`src/rtl/spi_irq_pkg.sv`:
```
package spi_irq_pkg;

  typedef enum logic [1:0] {
    ST_IDLE = 2'd0,
    ST_RUN  = 2'd1,
    ST_TAIL = 2'd2
  } spiState_t;

  // strobes from control to datapath, one cycle wide
  typedef struct packed {
    logic load;     // latch tx byte and bit order
    logic capture;  // rising sclk: sample miso
    logic shift;    // falling sclk: advance tx
  } spiStrobe_t;

endpackage

```
`src/rtl/spi_irq_ctrl.sv`:
```
module spi_irq_ctrl
  import spi_irq_pkg::*;
#(
  parameter int HALF_MAX = 16,
  parameter int DATA_W   = 8
) (
  input  logic       clk,
  input  logic       rstN,
  input  logic       dataWr,
  input  logic [1:0] rateSel,
  output spiStrobe_t stb,
  output logic       sclk,
  output logic       csN,
  output logic       busy
);

  localparam int CNT_W  = $clog2(HALF_MAX + 1);
  localparam int EDGES  = 2 * DATA_W;
  localparam int EDGE_W = $clog2(EDGES);
  localparam logic [EDGE_W-1:0] LAST_EDGE = EDGE_W'(EDGES - 1);

  spiState_t         state;
  logic [CNT_W-1:0]  cnt;
  logic [CNT_W-1:0]  halfLen;
  logic [EDGE_W-1:0] edgeIdx;
  logic [1:0]        rateQ;
  logic              lastTick;

  assign halfLen  = CNT_W'(HALF_MAX >> rateQ);
  assign lastTick = (cnt == halfLen - CNT_W'(1));
  assign busy     = (state != ST_IDLE);

  always_comb begin
    stb.load    = (state == ST_IDLE) && dataWr;
    stb.capture = (state == ST_RUN) && lastTick && !edgeIdx[0];
    stb.shift   = (state == ST_RUN) && lastTick && edgeIdx[0];
  end

  always_ff @(posedge clk) begin
    if (!rstN) begin
      state   <= ST_IDLE;
      cnt     <= '0;
      edgeIdx <= '0;
      rateQ   <= 2'b00;
      sclk    <= 1'b0;
      csN     <= 1'b1;
    end else begin
      case (state)
        ST_IDLE: begin
          if (dataWr) begin
            state   <= ST_RUN;
            cnt     <= '0;
            edgeIdx <= '0;
            rateQ   <= rateSel;
            csN     <= 1'b0;
          end
        end
        ST_RUN: begin
          if (lastTick) begin
            cnt  <= '0;
            sclk <= ~sclk;
            if (edgeIdx == LAST_EDGE) state <= ST_TAIL;
            else edgeIdx <= edgeIdx + EDGE_W'(1);
          end else begin
            cnt <= cnt + CNT_W'(1);
          end
        end
        ST_TAIL: begin
          if (lastTick) begin
            state <= ST_IDLE;
            csN   <= 1'b1;
            cnt   <= '0;
          end else begin
            cnt <= cnt + CNT_W'(1);
          end
        end
        default: state <= ST_IDLE;
      endcase
    end
  end

  // mode 0 keeps the clock low whenever the slave is deselected
  p_sclk_idle_low_r5: assert property (@(posedge clk) disable iff (!rstN)
    csN |-> !sclk);

  // a busy period can only begin from a data write
  p_busy_from_write_r8: assert property (@(posedge clk) disable iff (!rstN)
    $rose(busy) |-> $past(dataWr));

  // rate captured at start does not move during a transfer
  p_rate_hold_r6: assert property (@(posedge clk) disable iff (!rstN)
    busy |=> $stable(rateQ));

endmodule

```
`src/rtl/spi_irq_dpath.sv`:
```
module spi_irq_dpath
  import spi_irq_pkg::*;
#(
  parameter int DATA_W = 8,
  parameter int IRQ_N  = 4
) (
  input  logic              clk,
  input  logic              rstN,
  input  spiStrobe_t        stb,
  input  logic              busy,
  input  logic              csrWr,
  input  logic [7:0]        wrData,
  input  logic              miso,
  input  logic              devIntN,
  output logic [7:0]        csrRd,
  output logic [DATA_W-1:0] dataRd,
  output logic              mosi,
  output logic [1:0]        rateSel,
  output logic [IRQ_N-1:0]  irqLine
);

  localparam int SEL_W = $clog2(IRQ_N);

  logic [5:0]        ctlQ;   // bits 7:2 of the control byte
  logic              syncA, syncB;
  logic              devIntActive;
  logic [DATA_W-1:0] txSh, rxSh;
  logic              lsbQ;
  logic [SEL_W-1:0]  irqSel;
  logic              irqEn, orderBit;

  assign irqSel       = ctlQ[5:4];
  assign rateSel      = ctlQ[3:2];
  assign irqEn        = ctlQ[1];
  assign orderBit     = ctlQ[0];
  assign devIntActive = ~syncB;

  assign csrRd  = {ctlQ, devIntActive, busy};
  assign dataRd = rxSh;
  assign mosi   = lsbQ ? txSh[0] : txSh[DATA_W-1];

  always_ff @(posedge clk) begin
    if (!rstN) begin
      ctlQ  <= '0;
      syncA <= 1'b1;
      syncB <= 1'b1;
    end else begin
      if (csrWr) ctlQ <= wrData[7:2];
      syncA <= devIntN;
      syncB <= syncA;
    end
  end

  always_ff @(posedge clk) begin
    if (!rstN) begin
      txSh <= '0;
      rxSh <= '0;
      lsbQ <= 1'b0;
    end else begin
      if (stb.load) begin
        txSh <= wrData;
        lsbQ <= orderBit;
      end else if (stb.shift) begin
        txSh <= lsbQ ? (txSh >> 1) : (txSh << 1);
      end
      if (stb.capture)
        rxSh <= lsbQ ? {miso, rxSh[DATA_W-1:1]} : {rxSh[DATA_W-2:0], miso};
    end
  end

  for (genvar i = 0; i < IRQ_N; i++) begin : g_route
    assign irqLine[i] = irqEn && devIntActive && (irqSel == SEL_W'(i));
  end

  // never more than one routed line at a time
  p_irq_onehot_r2: assert property (@(posedge clk) disable iff (!rstN)
    $onehot0(irqLine));

  // status only sets after the input has been low two edges back
  p_sync_delay_r4: assert property (@(posedge clk) disable iff (!rstN)
    $rose(devIntActive) |-> $past(!devIntN, 2));

  // captured bit order holds for the whole transfer
  p_order_hold_r7: assert property (@(posedge clk) disable iff (!rstN)
    busy |=> $stable(lsbQ));

  // while busy the tx byte moves only on shift strobes
  p_tx_no_reload_r9: assert property (@(posedge clk) disable iff (!rstN)
    (busy && !stb.shift) |=> $stable(txSh));

endmodule

```
`src/rtl/spi_irq_master.sv`:
```
module spi_irq_master
  import spi_irq_pkg::*;
#(
  parameter int HALF_MAX = 16
) (
  input  logic       clk,
  input  logic       rstN,
  input  logic       csrWr,
  input  logic       dataWr,
  input  logic [7:0] wrData,
  output logic [7:0] csrRd,
  output logic [7:0] dataRd,
  output logic       sclk,
  output logic       mosi,
  input  logic       miso,
  output logic       csN,
  input  logic       devIntN,
  output logic [3:0] irqLine
);

  localparam int DATA_W = 8;
  localparam int IRQ_N  = 4;

  spiStrobe_t stb;
  logic       busy;
  logic [1:0] rateSel;

  spi_irq_ctrl #(.HALF_MAX(HALF_MAX), .DATA_W(DATA_W)) u_ctrl (
    .clk(clk), .rstN(rstN), .dataWr(dataWr), .rateSel(rateSel),
    .stb(stb), .sclk(sclk), .csN(csN), .busy(busy)
  );

  spi_irq_dpath #(.DATA_W(DATA_W), .IRQ_N(IRQ_N)) u_dpath (
    .clk(clk), .rstN(rstN), .stb(stb), .busy(busy), .csrWr(csrWr),
    .wrData(wrData), .miso(miso), .devIntN(devIntN), .csrRd(csrRd),
    .dataRd(dataRd), .mosi(mosi), .rateSel(rateSel), .irqLine(irqLine)
  );

endmodule

```
`config.mk`:
```
export PLATFORM = sky130hd
export DESIGN_NAME = spi_irq_master
export DESIGN_NICKNAME = d
export VERILOG_FILES = /design/src/rtl/spi_irq_pkg.sv /design/src/rtl/spi_irq_ctrl.sv /design/src/rtl/spi_irq_dpath.sv /design/src/rtl/spi_irq_master.sv
export SDC_FILE = /design/constraint.sdc
export NUM_CORES = 1
export LEC_CHECK = 0
export ABC_AREA = 1
export BUFFER_PORTS_ARGS = -buffer_cell sky130_fd_sc_hd__clkbuf_2
export CAP_MARGIN = 20
export CORE_ASPECT_RATIO = 0.8
export CORE_MARGIN = 1
export CORE_UTILIZATION = 45
export CTS_CLUSTER_DIAMETER = 80
export DETAILED_ROUTE_END_ITERATION = 10
export GPL_TIMING_DRIVEN = 0
export PLACE_DENSITY = 0.7
export SKIP_LAST_GASP = 1
export SLEW_MARGIN = 20
export SYNTH_ARGS = -nofsm -noshare
export SYNTH_HDL_FRONTEND = slang
export SYNTH_HIERARCHICAL = 1
export SYNTH_SLANG_ARGS = --single-unit
export TNS_END_PERCENT = 100
```
`constraint.sdc`:
```
create_clock -name clk -period 2 [get_ports clk]
set_input_delay 0.1 -clock clk [delete_from_list [all_inputs] [get_ports clk]]
set_output_delay 0.1 -clock clk [all_outputs]
set_load 0.02 [all_outputs]
```
Word-level counts from Yosys, hierarchy flattened
Index checks and enable logic that the tools add are counted.
- shifts and indexed selects: 1
- mux-type cells: 20
- eq/ne operators: 12
- add/subtract/negate cells: 3
- reduce and logical (&&, ||, !) cells: 24
- bitwise gates (word level): 2
- operator list (kind ; count):
    2-to-1 mux 8 bit ; 4
    2-to-1 mux 4 bit ; 3
    2-to-1 mux 5 bit ; 2
    one-hot mux 5 bit (2 select lines) ; 1
    nonzero test 2 bit ; 5
    logical AND 1 bit ; 9
    2-to-1 mux 2 bit ; 4
    one-hot mux 4 bit (2 select lines) ; 1
    AND reduction 4 bit ; 2
    == test 2 bit (second input constant) ; 3
    != test 2 bit (second input constant) ; 3
    one-hot mux 2 bit (3 select lines) ; 1
    AND reduction 2 bit ; 3
    adder 5 x 1 -> 5 bit (second input constant) ; 1
    == test 5 bit ; 1
    >> shifter 5 x 2 -> 5 bit (first input constant) ; 1
    subtractor 5 x 1 -> 5 bit (second input constant) ; 1
    adder 4 x 1 -> 4 bit (second input constant) ; 1
    == test 2 x 1 -> 1 bit (second input constant) ; 2
    == test 4 bit (second input constant) ; 1
    zero test 2 bit ; 2
    != test 2 x 1 -> 1 bit (second input constant) ; 2
    2-to-1 mux 1 bit ; 3
    AND reduction 3 bit ; 1
    other kinds (4) ; 5
- word-level logic and storage cells: 74
- input port bits: 14
- register bits: 40
- output and inout bits: 23

Depth between registers and ports, before layout
- depth after elaboration: 7
- mapped depth: 14

Cells and area by module
Netlist, hierarchy kept.
- by module, submodules not included (module ; instances ; area an instance (um^2) ; cells an instance):
    spi_irq_dpath ; 1 ; 1231.2 ; 195
    spi_irq_ctrl ; 1 ; 894.6 ; 119

Worst setup path after synthesis
Ideal clock, no wire load.
- path type: register -> register
- start point: register u_ctrl.cnt[3]
- end point: register u_dpath.txSh[3]
- setup slack: 356 ps
- clock period less this slack: 1644 ps
- library setup time: 115 ps
- required time: 1885 ps
- cell stages (with the launch flop): 15
- path buffers: 1
- arrival time: 1530 ps
- cell sequence: dfxtp_1 -> inv_2 -> nand2_4 -> nand2_2 -> nand2_2 -> nand3_4 -> nor2_2 -> inv_1 -> nor2_1 -> nor2_2 -> inv_2 -> buf_4 -> nand2_1 -> nor2_1 -> nor2_1
- RTL lines (what ; line ; RTL):
    start: declaration ; spi_irq_ctrl.sv:23 ; logic [CNT_W-1:0] cnt;
    start signal: assignment ; spi_irq_ctrl.sv:65 ; cnt <= cnt + CNT_W'(1);
    start signal: assignment ; spi_irq_ctrl.sv:74 ; cnt <= cnt + CNT_W'(1);
    end signal: assignment ; spi_irq_dpath.sv:61 ; txSh <= wrData;
    end signal: assignment ; spi_irq_dpath.sv:64 ; txSh <= lsbQ ? (txSh >> 1) : (txSh << 1);
    end: declaration ; spi_irq_dpath.sv:27 ; logic [DATA_W-1:0] txSh, rxSh;

==> impl_metrics.py <==
metrics = {
    "sta": {
        "period_needed_ns": 1.81,
        "relSlewSlack_pct": 68.4,
        "fin_hold_ws_ns": 0.0506,
        "clock.fmax_mhz": 554,
        "fin_skew_ns": 0.00581,
        "fin_tns_setup_ns": 0,
        "hold_viol_final": 0,
        "rsz0062_at_grt": "false",
        "setup_violations": 0,
        "drv_slew": 0,
        "period_share_pct": 90.3,
        "tightest_slew_ns": 0.474,
    },
    "routing": {
        "vias": 1976,
        "dr.first_iter.drc_count": 73,
        "ant_nets": 0,
        "post_drt_wl_per_cell_um": 10.6,
        "drc": 0,
        "avgViaCountPerCell": 4.75,
        "drtPass1Iterations": 4,
        "wl_um": 4410,
    },
    "min_path": {
        "min_to": "u_dpath/ctlQ[0]",
        "hold_path.class": "in2reg",
        "worst_hold_startpoint": "wrData[2]",
        "min_path_cells": 3,
    },
    "setup_path": {
        "worstSetupPathType": "reg2reg",
        "r2r_start": "u_ctrl/cnt[1]",
        "crit_fanout": 10,
        "arrival_ns": 2.00,
        "r2r_cells": 12,
        "crit_required_ns": 2.20,
        "r2r_slack_ns": 0.19,
        "cp-start-kind": "flip-flop",
        "setup.worst_path.end_class": "flip-flop",
        "r2r_end": "u_dpath/txSh[3]",
    },
    "clocking": {
        "cts_buffers": 5,
        "cts_root_buf": "clkbuf_8",
        "clock-sinks": 40,
        "path_clk_slew_ns": 0.08,
        "ctsLongestPathBuffers": 2,
        "htree_num_levels": 2,
        "clkLatencyLatePin_ns": 0.30,
        "cts_tree": "built",
    },
    "layout": {
        "diodes": 0,
        "finish.net_count": 377,
        "multi_input_area_mm2": 0.00110,
        "mostFrequentLayoutCells": "77 x nand2_1, 49 x nor2_1, 39 x dfxtp_1, 36 x clkbuf_2, 31 x inv_1",
        "drive_above_1_share_pct": 23.1,
        "area_growth_syn_to_layout_pct": 17.9,
        "fillCellCount": 449,
        "register_area_um2": 802,
        "mostFrequentLayoutCell": "nand2_1",
    },
    "global_routing": {
        "antenna_found_initial": 0,
        "overflow": 0,
        "grt_pass1_vias": 1755,
        "grt_usage_pct": 20.1,
        "grt_pass1_wl_um": 7870,
        "grt_max_degree": 13,
    },
    "synth": {
        "avgSynthCellArea_um2": 6.77,
        "synth_top_area_share_pct": 37.7,
        "synth_mux_area_share_pct": 0,
        "synth_top_family_by_area": "simple AND/OR/NAND/NOR gates",
        "ys_types": 32,
        "ys_ff_latch": 40,
        "synth_compound_area_share_pct": 10.5,
        "synth_fa_ha_area_share_pct": 2.94,
        "synthTopCellsByArea": "dfxtp_1 38%, nand2_1 14%, nor2_1 8.8%",
        "yosys_warnings": 6,
        "netlist_area_mm2": 0.00213,
        "yosysTopAreaCell": "dfxtp_1",
        "syn_inst": 314,
        "synthXorXnorAreaFrac_pct": 1.24,
        "syn-num-nets": 333,
        "synth-simple-area-share_pct": 36.7,
        "synth_seq_area_share_pct": 37.7,
    },
    "pwr": {
        "vdd_drop_max_uv": 540,
        "powerDensity_mw_per_mm2": 1100,
        "leakage_nw": 1.17,
    },
    "place": {
        "place_hpwl_um": 3250,
        "globalplace.congestion": 0.811,
        "port_buffers": 36,
    },
    "floorplan": {
        "core-area_mm2": 0.00436,
        "die_h_um": 63.5,
        "rows": 21,
        "start_util_pct": 48.7,
        "dieArea_mm2": 0.00500,
        "pin_count": 37,
        "die_w_um": 78.8,
    },
    "run_status": {
        "status": "finished clean",
    },
    "flow_run": {
        "cap_violations": 0,
    },
}
## worst max-delay path by stage
stage          depth (start not counted)  slack [ns]         endpoint          start
6_report                              12        0.19  u_dpath/txSh[3]  u_ctrl/cnt[1]
5_1_grt                               12       0.006  u_dpath/txSh[4]  u_ctrl/cnt[1]
2_1_floorplan                         14        0.36  u_dpath/txSh[3]  u_ctrl/cnt[3]
4_1_cts                               14        0.05  u_dpath/txSh[6]  u_ctrl/cnt[3]
3_5_place_dp                          14        0.07  u_dpath/txSh[6]  u_ctrl/cnt[3]
3_3_place_gp                          14        0.12  u_dpath/txSh[3]  u_ctrl/cnt[3]
## critical path, cell delays in order, from the launching register on
cell and delay (ns):
dfxtp_1 0.43, nor2_1 0.10, nor2_4 0.13, nand3_4 0.15, nor2_4 0.14, inv_1 0.07
nor2_2 0.16, nor2_2 0.08, inv_2 0.07, buf_4 0.16, nand2_1 0.06, nor2_1 0.11
nor2_1 0.05
## metrics by stage
stage	power (mW)	worst slack (ns)	instances	utilization [%]	cell area (um2)
finish	2.75	0.193	416	57.5	2510
CTS	2.76	0.0484	416	57.2	2490
global route	2.98	0.00579	416	57.5	2510
global placement	2.08	0.121	407	54.5	2380
floorplan	1.88	0.356	314	-	2130
detailed placement	2.09	0.0664	407	54.5	2380
## cell type report
type / count / area share (%)
multi-input combinational: 224 / 43.9
sequential: 40 / 32.0
timing repair buffer: 37 / 7.59
inverter: 38 / 5.99
buffer: 12 / 3.39
clock buffer: 6 / 2.90
tap: 57 / 2.85
clock inverter: 2 / 1.40
## power breakdown
group / total (mW) / internal (mW) / switching, mW
sequential: 1.03 / 0.925 / 0.106
combinational: 1.05 / 0.386 / 0.668
clock: 0.660 / 0.370 / 0.289
total: 2.75 / 1.68 / 1.06
## synth_stat cells
cell type and n:
clkbuf_4 1, inv_4 1, a21oi_2 1, nand3_1 23, nor3_1 5, inv_2 5
buf_2 3, buf_4 6, inv_1 31, dfxtp_1 40, a21oi_1 16, xor2_1 2
nor2_2 4, nand2_2 5, nor3_2 1, nand3_4 1, o21ai_1 10, nor2_1 50
clkbuf_1 1, xnor2_1 1, o21bai_4 1, buf_6 1, nand4_1 2, a31oi_1 1
nor2_4 1, nand2_1 77, ha_1 5, o21ai_0 12, nand3_2 2, nand2_4 2
or2_2 2, clkinv_4 1
## layer usage
metal | vias up | global-route usage, % | routed length (um)
li1 | 1076 | - | -
met1 | 853 | 27.8 | 2370
met2 | 40 | 30.3 | 1790
met3 | 7 | 3.91 | 177
met4 | 0 | 8.18 | 76
met5 | - | 0 | 0
## logic make-up after synthesis
logic type      Yosys count
simple gates            175
buf+inv                  50
compound gates           41
flops                    40
fa+ha+maj                 5
xor+xnor                  3
## sequential cells by signal (all words and copies together) (netlist names), 2 cells and up
signal	count
u_ctrl/rateQ	2
u_ctrl/state	2
u_dpath/dataRd	8
u_dpath/txSh	8
u_ctrl/cnt	5
u_ctrl/edgeIdx	4
u_dpath/ctlQ	6
## repair_timing
item | in CTS | in global routing
endpoints found under the setup margin | 0 | 13
hold endpoints to repair | 1 | 0
hold buffers | 1 | 0
resized for setup | 0 | 4
buffers inserted | 0 | 0
No activity file was read; power rests on OpenSTA's default activity.
